===== src/rtl/pla_pkg.sv =====
package pla_pkg;

    typedef enum logic {
        SUM_PROGRAMMED = 1'b0,
        SUM_DEDICATED  = 1'b1
    } sum_mode_e;

    function automatic int imax(input int a, input int b);
        return (a > b) ? a : b;
    endfunction

    function automatic int group_size(input int terms, input int outs);
        return imax(1, terms / outs);
    endfunction

endpackage


===== src/rtl/pla_cfg_regs.sv =====
module pla_cfg_regs #(
    parameter int N_IN   = 3,
    parameter int N_TERM = 4,
    parameter int N_OUT  = 2,
    parameter int CFG_W  = 6,
    parameter int ADDR_W = 3
) (
    input  logic                             clk,
    input  logic                             rst_n,
    input  logic                             we,
    input  logic [ADDR_W-1:0]                addr,
    input  logic [CFG_W-1:0]                 data,
    output logic [N_TERM-1:0][2*N_IN-1:0]    and_mask,
    output logic [N_OUT-1:0][N_TERM-1:0]     or_mask,
    output logic [N_OUT-1:0]                 or_inv
);
    localparam int LIT_W  = 2 * N_IN;
    localparam int N_WORD = N_TERM + N_OUT;

    typedef struct packed {
        logic [N_TERM-1:0][LIT_W-1:0]  lits;
        logic [N_OUT-1:0][N_TERM-1:0]  sel;
        logic [N_OUT-1:0]              inv;
    } cfg_t;

    cfg_t st_d, st_q;

    always_comb begin
        st_d = st_q;
        if (we) begin
            for (int t = 0; t < N_TERM; t++) begin
                if (int'(addr) == t) st_d.lits[t] = data[LIT_W-1:0];
            end
            for (int o = 0; o < N_OUT; o++) begin
                if (int'(addr) == N_TERM + o) begin
                    st_d.sel[o] = data[N_TERM-1:0];
                    st_d.inv[o] = data[N_TERM];
                end
            end
        end
    end

    always_ff @(posedge clk or negedge rst_n) begin
        if (!rst_n) st_q <= '0;
        else        st_q <= st_d;
    end

    assign and_mask = st_q.lits;
    assign or_mask  = st_q.sel;
    assign or_inv   = st_q.inv;

    // a term write lands in the addressed row
    p_term_load_r2: assert property (@(posedge clk) disable iff (!rst_n)
        (we && int'(addr) < N_TERM) |=>
            and_mask[$past(addr)] == $past(data[LIT_W-1:0]));

    // an output-row write lands in select and invert
    p_row_load_r3: assert property (@(posedge clk) disable iff (!rst_n)
        (we && int'(addr) >= N_TERM && int'(addr) < N_WORD) |=>
            {or_inv[$past(addr) - ADDR_W'(N_TERM)], or_mask[$past(addr) - ADDR_W'(N_TERM)]}
                == $past(data[N_TERM:0]));

    // idle cycles and out-of-range writes keep the configuration
    p_cfg_hold_r4: assert property (@(posedge clk) disable iff (!rst_n)
        (!we || int'(addr) >= N_WORD) |=>
            ($stable(and_mask) && $stable(or_mask) && $stable(or_inv)));

endmodule


===== src/rtl/pla_and_plane.sv =====
module pla_and_plane #(
    parameter int N_IN   = 3,
    parameter int N_TERM = 4
) (
    input  logic [N_IN-1:0]               pin_in,
    input  logic [N_TERM-1:0][2*N_IN-1:0] and_mask,
    output logic [N_TERM-1:0]             term
);
    localparam int LIT_W = 2 * N_IN;

    logic [LIT_W-1:0] lits;

    always_comb begin
        for (int i = 0; i < N_IN; i++) begin
            lits[2*i]   = pin_in[i];
            lits[2*i+1] = ~pin_in[i];
        end
    end

    for (genvar t = 0; t < N_TERM; t++) begin : g_term
        logic used;
        assign used    = |and_mask[t];
        assign term[t] = used & (&(lits | ~and_mask[t]));
    end

endmodule


===== src/rtl/pla_or_plane.sv =====
module pla_or_plane
    import pla_pkg::*;
#(
    parameter int N_TERM = 4,
    parameter int N_OUT  = 2
) (
    input  logic [N_TERM-1:0]             term,
    input  logic [N_OUT-1:0][N_TERM-1:0]  or_mask,
    input  logic [N_OUT-1:0]              or_inv,
    input  sum_mode_e                     mode,
    output logic [N_OUT-1:0]              pin_out
);
    localparam int GRP = group_size(N_TERM, N_OUT);

    for (genvar o = 0; o < N_OUT; o++) begin : g_out
        logic [N_TERM-1:0] grp_mask;
        logic [N_TERM-1:0] pick;

        always_comb begin
            for (int t = 0; t < N_TERM; t++) begin
                grp_mask[t] = (t / GRP) == o;
            end
        end

        assign pick       = (mode == SUM_DEDICATED) ? grp_mask : or_mask[o];
        assign pin_out[o] = (|(term & pick)) ^ or_inv[o];
    end

endmodule


===== src/rtl/pla_core.sv =====
module pla_core
    import pla_pkg::*;
#(
    parameter int  N_IN   = 3,
    parameter int  N_TERM = 4,
    parameter int  N_OUT  = 2,
    localparam int CFG_W  = imax(2 * N_IN, N_TERM + 1),
    localparam int ADDR_W = imax(1, $clog2(N_TERM + N_OUT))
) (
    input  logic              clk,
    input  logic              rst_n,
    input  logic              cfg_we,
    input  logic [ADDR_W-1:0] cfg_addr,
    input  logic [CFG_W-1:0]  cfg_data,
    input  logic              or_fixed,
    input  logic [N_IN-1:0]   pin_in,
    output logic [N_OUT-1:0]  pin_out
);
    localparam int GRP = group_size(N_TERM, N_OUT);

    logic [N_TERM-1:0][2*N_IN-1:0] and_mask;
    logic [N_OUT-1:0][N_TERM-1:0]  or_mask;
    logic [N_OUT-1:0]              or_inv;
    logic [N_TERM-1:0]             term;
    sum_mode_e                     mode;

    assign mode = sum_mode_e'(or_fixed);

    pla_cfg_regs #(
        .N_IN(N_IN), .N_TERM(N_TERM), .N_OUT(N_OUT), .CFG_W(CFG_W), .ADDR_W(ADDR_W)
    ) u_cfg (
        .clk(clk), .rst_n(rst_n), .we(cfg_we), .addr(cfg_addr), .data(cfg_data),
        .and_mask(and_mask), .or_mask(or_mask), .or_inv(or_inv)
    );

    pla_and_plane #(.N_IN(N_IN), .N_TERM(N_TERM)) u_and (
        .pin_in(pin_in), .and_mask(and_mask), .term(term)
    );

    pla_or_plane #(.N_TERM(N_TERM), .N_OUT(N_OUT)) u_or (
        .term(term), .or_mask(or_mask), .or_inv(or_inv), .mode(mode), .pin_out(pin_out)
    );

    for (genvar t = 0; t < N_TERM; t++) begin : g_chk_term
        logic clash;
        always_comb begin
            clash = 1'b0;
            for (int i = 0; i < N_IN; i++) begin
                clash = clash | (and_mask[t][2*i] & and_mask[t][2*i+1]);
            end
        end

        // a blank term never fires
        p_blank_term_r6: assert property (@(posedge clk) disable iff (!rst_n)
            (and_mask[t] == '0) |-> !term[t]);

        // a term with both polarities of one input never fires
        p_clash_term_r7: assert property (@(posedge clk) disable iff (!rst_n)
            clash |-> !term[t]);
    end

    for (genvar o = 0; o < N_OUT; o++) begin : g_chk_out
        logic [N_TERM-1:0] own;
        always_comb begin
            for (int t = 0; t < N_TERM; t++) own[t] = (t / GRP) == o;
        end

        // any selected active term drives the output to its active level
        p_sum_hit_r8: assert property (@(posedge clk) disable iff (!rst_n)
            (!or_fixed && |(term & or_mask[o])) |-> (pin_out[o] == !or_inv[o]));

        // in dedicated mode only the own group can raise the output
        p_group_r9: assert property (@(posedge clk) disable iff (!rst_n)
            (or_fixed && !(|(term & own))) |-> (pin_out[o] == or_inv[o]));
    end

endmodule


===== config.mk =====
export PLATFORM = sky130hd
export DESIGN_NAME = pla_core
export DESIGN_NICKNAME = d
export VERILOG_FILES = /design/src/rtl/pla_pkg.sv /design/src/rtl/pla_cfg_regs.sv /design/src/rtl/pla_and_plane.sv /design/src/rtl/pla_or_plane.sv /design/src/rtl/pla_core.sv
export SDC_FILE = /design/constraint.sdc
export NUM_CORES = 1
export LEC_CHECK = 0
export BUFFER_PORTS_ARGS = -buffer_cell sky130_fd_sc_hd__buf_2
export CAP_MARGIN = 25
export CORE_UTILIZATION = 55
export CTS_CLUSTER_DIAMETER = 120
export CTS_CLUSTER_SIZE = 16
export DETAILED_ROUTE_END_ITERATION = 8
export GPL_ROUTABILITY_DRIVEN = 0
export HOLD_SLACK_MARGIN = 0.12
export PLACE_DENSITY_LB_ADDON = 0.08
export SYNTH_ARGS = -nofsm -noshare
export SYNTH_HDL_FRONTEND = slang
export SYNTH_SLANG_ARGS = --single-unit

===== constraint.sdc =====
create_clock -name clk -period 2.85 [get_ports clk]
set_input_delay 0.57 -clock clk [delete_from_list [all_inputs] [get_ports clk]]
set_output_delay 0.57 -clock clk [all_outputs]
set_load 0.02 [all_outputs]

After elaboration in Yosys (flattened, before gate mapping) --
Index checks and enable logic that the tools add are counted.
Cells by class: bitwise logic cells 19, equal/unequal tests 5, reduce and logical (&&, ||, !) cells 17, multiplexer cells 2
Operator list (number):
- $not 6->6 | 4
- $or 6x6->6 | 4
- $reduce_and 6->1 | 4
- $reduce_or 6->1 | 4
- $eq 3x3->1 const B | 4
- $reduce_and 2->1 | 6
- $and 4x4->4 | 2
- $mux 4 | 2
- $reduce_or 4->1 | 2
- $and 1x1->1 | 4
- $eq 3x2->1 const B | 1
- $logic_not 3->1 | 1
- $not 1->1 | 3
- $xor 1x1->1 | 2
Storage, ports and cells: bits of input ports 16, output and inout bits 2, logic and storage cells 51, register bits after elaboration 34

Depth between registers and ports, before layout --
Gate-level depths: netlist (run 1).
depth after elaboration 7, mapped depth 6, mapped depth without buffers 5

By module --
From an unflattened synthesis (run 1), not the netlist that was laid out.
Second synthesis, totals: cells, all modules 122, area, all modules 1636.6 µm²
Modules (own cells, without submodules):
- pla_cfg_regs | cells an instance 76, sequential area each 850.8 µm², area an instance 1328.8 µm², times used 1
- pla_and_plane | cells an instance 36, sequential area each 0.0 µm², area an instance 237.7 µm², times used 1
- pla_or_plane | cells an instance 10, sequential area each 0.0 µm², area an instance 70.1 µm², times used 1

Least setup slack after synthesis (run 1) --
No wires, ideal clock.
path kind input -> output, start point in pin_in[1], end point out pin_out[1], arrival time 1.642 ns, buffers on the path 0, stages 5, slack 0.638 ns, required time 2.280 ns, path through mux2_4 > a211oi_2 > nand4b_1 > nand4_1 > xor2_1
On the way: longest elaborated chain between the ends 7, elaborated cells on any way between the ends 16, classes of those cells 11 x bitwise; 5 x reduce/logical
RTL lines:
- start, declared | line pla_core.sv:16 | input logic [N_IN-1:0] pin_in,
- $not 1->1 | line pla_and_plane.sv:16 | lits[2*i+1] = ~pin_in[i];
- $or 6x6->6 | line pla_and_plane.sv:23 | assign term[t] = used & (&(lits | ~and_mask[t]));
- $reduce_and 6->1 | line pla_and_plane.sv:23
- $and 1x1->1 | line pla_and_plane.sv:23
- $and 4x4->4 (*) | line pla_or_plane.sv:26 | assign pin_out[o] = (|(term & pick)) ^ or_inv[o];
- $reduce_or 4->1 (*) | line pla_or_plane.sv:26
- $xor 1x1->1 (*) | line pla_or_plane.sv:26
- end, declared | line pla_core.sv:17 | output logic [N_OUT-1:0] pin_out
Every way passes the cells marked *; elsewhere a longest branch is shown, timed or not.

Worst setup path in the final report (run 1) --
start point in pin_in[1], end point out pin_out[0]
Same word-level chain as after synthesis.

==> results of run 1 <==
synth_stat cells (2+ instances only):
library cell,instances,share of area [%]
nor2_1,4,0.92
mux2_1,20,14
nand4_1,2,0.77
and3_1,3,1.1
nand4b_1,5,2.7
mux2i_1,9,5.5
nor2b_1,2,0.77
nand2_1,5,1.1
mux2_2,14,9.7
dfrtp_1,34,52
buf_2,2,0.61
nor4_1,4,1.5
o211ai_1,4,1.8
xor2_1,2,1.1
per-stage QoR:
| step | power, uW | util [%] | cells | area, um2 | setup WS, ps |
|---|---|---|---|---|---|
| final | 1210 | 64.8 | 173 | 1800 | 437 |
| after global routing | 1280 | 64.8 | 173 | 1800 | 345 |
| after floorplan | 855 | - | 120 | 1630 | 638 |
| after CTS | 1220 | 64.8 | 173 | 1800 | 431 |
| after global placement | 936 | 62.6 | 165 | 1740 | 455 |
| after detailed placement | 951 | 62.6 | 165 | 1740 | 436 |
layer usage:
layer  part of all wire, %  global-route usage (%)  vias up
li1                      -                       -      491
met1                    45                    29.7      527
met2                    50                    36.3       24
met3                   4.2                    5.53        5
met4                   1.4                    10.8        0
met5                     0                       0        -
registers in the layout, summed over array words and instances, names as in the netlist:
signal / count
u_cfg.or_mask: 8
u_cfg.and_mask: 24
u_cfg.or_inv: 2
worst max-delay path, cell delays in order:
cell	delay, ps
buf_2	170
mux2_4	310
a211oi_2	230
o211ai_1	140
nand4_1	110
xor2_1	140
buf_2	170
logic make-up (layout without fill, tap and decap cells):
kind of cell	count (synthesis)	in the layout	share of synthesized area (%)
buffers and inverters	3	25	0.919
muxes	44	44	29.9
DFF	34	34	52.1
AOI/OAI and AO/OA	6	6	3.52
and+or+nand+nor	31	31	12.5
xor gates and xnor gates	2	2	1.07
worst paths after layout:
check / startpoint / end / slack (ps) / depth (start not counted)
setup / recovery: pin_in[1] / pin_out[0] / 440 / 7
hold / removal: rst_n / u_cfg.and_mask[19] / 290 / 1
setup reg to reg: u_cfg.and_mask[1] / u_cfg.and_mask[1] / 2020 / 1
hold reg to reg: u_cfg.or_mask[6] / u_cfg.or_mask[6] / 520 / 1
max in group asynchronous: rst_n / u_cfg.or_inv[1] / 2090 / 1
min in group clk: u_cfg.or_mask[6] / u_cfg.or_mask[6] / 520 / 1
final cells by class:
class                           count  area share [%]
Sequential cell                    34            47.2
Multi-Input combinational cell     83            42.6
Timing Repair Buffer               17            4.72
Clock buffer                        7            3.06
Tap cell                           31            2.15
Clock inverter                      1           0.278
where the power goes:
group	internal (uW)	switching, uW
Clock	120	155
Combinational	145	130
Sequential	589	75.0
Total	853	360
==> results_dict.tcl, run 1 <==
set metrics [dict create \
    start_util_pct 58.7 \
    dieArea_um2 3190 \
    avgRoutedWirePerCell_um 18.3 \
    core_um2 2780 \
    relSlewSlack_pct 51.0 \
    portBuffers 17 \
    layout.nets 157 \
    ctsHoldBuffers 0 \
    drc 0 \
    critPathLaunchType "input pin" \
    cap_viol_max_count 0 \
    final_common_cell "dfrtp_1" \
    rows 19 \
    grt_pass1_vias 1078 \
    powerDensity_nw_per_um2 673 \
    postRouteAntennaNets 0 \
    h-tree-depth 2 \
    crit_type "in -> out" \
    hold_viol 0 \
    cts-root-buf "clkbuf_4" \
    n_fill_cell 230 \
    drive_gt1_share_pct 31.7 \
    post_cts_buffers 0 \
    antenna_found_initial 0 \
    cellLeakagePower_uw 0.000801 \
    slew_viol_final 0 \
    synth_seq_cells 34 \
    ctsResizeCount 0 \
    syn_nets 136 \
    ios 18 \
    route.vias.total 1047 \
    yosys_most_used_dff "dfrtp_1" \
    hold_ws_ps 292 \
    hold_class "in -> async" \
    ys_warn_count 0 \
    critPathMaxFanout 4 \
    track_usage_pct 23.0 \
    status "completed" \
    regArea_um2 851 \
    area_growth_syn_to_layout_pct 10.3 \
    overflow 0 \
    hpwlAfterDp_um 2280 \
    ir_drop_mv 0.489 \
    cp_data_required_time_ps 2280 \
    fin_crit_sh_pct 84.7 \
    worst-slew-pin-transition_ps 735 \
    via_per_inst 6.05 \
    cp_data_arrival_time_ps 1840 \
    synth_edf_count 0 \
    first_iter_violations 23 \
    cts_sinks 34 \
    worstSetupEndpointType "output port" \
    cts_buffers 5 \
    skew_ps 0 \
    diodes 0 \
    synthArstFlopShare_pct 100 \
    clk_pin_slew_ps 100 \
    most-common-layout-cells "dfrtp_1, mux2_1, buf_2, mux2_2, mux2i_1" \
    synth_cell_type_count 24 \
    finalSetupViolCount 0 \
    clk_latency_ps 320 \
    cts_tree "done" \
    grt_first_pass_wirelength_um 5230 \
    multi_input_area_um2 767 \
    syn_area_um2 1630 \
    postSynthAreaPerCell_um2 13.6 \
    fp.dieH_um 56.5 \
    setup_tns_ps 0 \
    seq_area_frac_synth_pct 52.1 \
    die_w_um 56.5 \
    routed_wl_um 3160 \
    fmax_ghz 0.414 \
    first_pass_iters 4 \
    rsz0062_at_grt "no" \
    grt_max_degree 35 \
    synth_cells 120 \
    min_period_ps 2410 \
    clk_path_buf_depth 2 \
]
Note: power is estimated with default switching activity, not from simulation.
==> run 2, diff against run 1 <==
Settings changed: CORE_UTILIZATION 55 to 51.
Clock period 2.85 ns to 2 ns, I/O delays scaled along.
==> run 2 against run 1 <==
The run now ends with negative setup slack left. Utilization fell by 3.9 points. Combinational power rose by 59%. Global-route usage rose by 1.1 points.
==> results_dict.tcl, run 2 (synthesis gave the netlist of run 1 again) <==
set metrics [dict create \
    worst-slew-pin-transition_ps 753 \
    grt_max_degree 35 \
    hold_viol 0 \
    overflow 0 \
    ctsHoldBuffers 0 \
    grt_pass1_vias 1154 \
    cts-root-buf "clkbuf_4" \
    worstSetupEndpointType "output port" \
    antenna_found_initial 0 \
    most-common-layout-cells "dfrtp_1, mux2_1, buf_2, mux2_2, mux2i_1" \
    cts_tree "done" \
    dieArea_um2 3430 \
    fmax_ghz 0.464 \
    diodes 0 \
    drc 0 \
    setup_tns_ps -307 \
    clk_pin_slew_ps 100 \
    first_iter_violations 33 \
    area_growth_syn_to_layout_pct 13.9 \
    hold_class "in -> async" \
    drive_gt1_share_pct 34.3 \
    cp_data_required_time_ps 1600 \
    crit_type "reg -> out" \
    first_pass_iters 4 \
    core_um2 3050 \
    violations "negative setup slack" \
    rsz0062_at_grt "yes" \
    layout.nets 159 \
    finalNonFillerCells 187 \
    largest_reg_flops 24 \
    avgRoutedWirePerCell_um 17.9 \
    critPathMaxFanout 3 \
    start_util_pct 53.5 \
    dpl-instance-area_um2 1770 \
    ir_drop_mv 0.569 \
    final_area_um2 1860 \
    h-tree-depth 2 \
    via_per_inst 5.70 \
    powerDensity_nw_per_um2 941 \
    route.vias.total 1065 \
    hpwlAfterDp_um 2430 \
    clk_latency_ps 330 \
    fin_crit_sh_pct 108 \
    finalSetupViolCount 2 \
    setup_ws_ps -155 \
    rows 20 \
    fp.dieH_um 58.6 \
    critPathLaunchType "register" \
    ios 18 \
    cap_viol_max_count 0 \
    cts_sinks 34 \
    track_usage_pct 24.1 \
    grt_first_pass_wirelength_um 5790 \
    hold_ws_ps 121 \
    relSlewSlack_pct 49.8 \
    cp_data_arrival_time_ps 1750 \
    place_inst 179 \
    cts_buffers 5 \
    die_w_um 58.6 \
    routed_wl_um 3350 \
    postRouteAntennaNets 0 \
    final_common_cell "dfrtp_1" \
    skew_ps 0 \
    clk_path_buf_depth 2 \
    status "finished with violations" \
    slew_viol_final 0 \
    min_period_ps 2150 \
    power_uw 1750 \
    n_fill_cell 264 \
    cellLeakagePower_uw 0.000806 \
    portBuffers 17 \
]
-- run 2: cell count changes in the layout (fill, tap and decap cells not counted) --
| cell | change |
|---|---|
| dfrtp_1 | -1 |
| buf_4 | +4 |
| clkbuf_8 | -1 |
| a211oi_4 | +1 |
| dfrtp_2 | +1 |
| a211oi_2 | -1 |
| buf_2 | -2 |
| clkbuf_1 | +1 |
| clkinv_2 | -1 |
| nor4_2 | +2 |
| nor4_1 | -3 |
| nor4_4 | +1 |
-- run 2: metrics by stage --
step / util (%) / worst slack [ps]
after global routing: 60.9 / -267
after CTS: 60.4 / -172
after detailed placement: 57.8 / -40.2
after floorplan: - / 128
final: 60.9 / -155
after global placement: 57.8 / -28.2
-- run 2: final cells by class --
type | instances | area, um2 | area share (%)
sequential | 34 | 852 | 45.8
multi-input combinational | 83 | 802 | 43.1
timing repair buffer | 19 | 105 | 5.65
tap | 44 | 55.1 | 2.96
clock buffer | 7 | 45.0 | 2.42
-- run 2: where the power goes --
part | internal, uW | switching, uW
combinational | 236 | 200
sequential | 840 | 119
clock | 133 | 222
total | 1210 | 541
-- run 2: repair_timing --
action                                 CTS  global route
setup buffers                            1             0
setup endpoints to repair                2             2
resized for setup                        5             3
pin swaps                                2             0
endpoints found under the hold margin    0             0
-- run 2: path summary, 6_finish.rpt --
check / from / endpoint / slack [ps] / cells after the start
setup / recovery: u_cfg.and_mask[3] / pin_out[0] / -150 / 6
hold / removal: rst_n / u_cfg.and_mask[11] / 120 / 1
setup reg to reg: u_cfg.and_mask[2] / u_cfg.and_mask[2] / 1090 / 2
hold reg to reg: u_cfg.or_mask[7] / u_cfg.or_mask[7] / 500 / 1
max in group asynchronous: rst_n / u_cfg.and_mask[1] / 1360 / 1
min in group clk: cfg_data[5] / u_cfg.and_mask[11] / 360 / 2
-- run 2: critical path, stage by stage, from the launching register on --
cell and delay (ps):
dfrtp_1 430, mux2_4 290, a211oi_4 170, o211ai_1 120
nand4_1 110, xor2_1 150, buf_4 160
-- run 2: routing by layer --
metal	wire length, um	track usage, %
met5	0	0
met1	1570	32.0
met2	1610	37.6
met4	91	12.6
met3	77	4.62
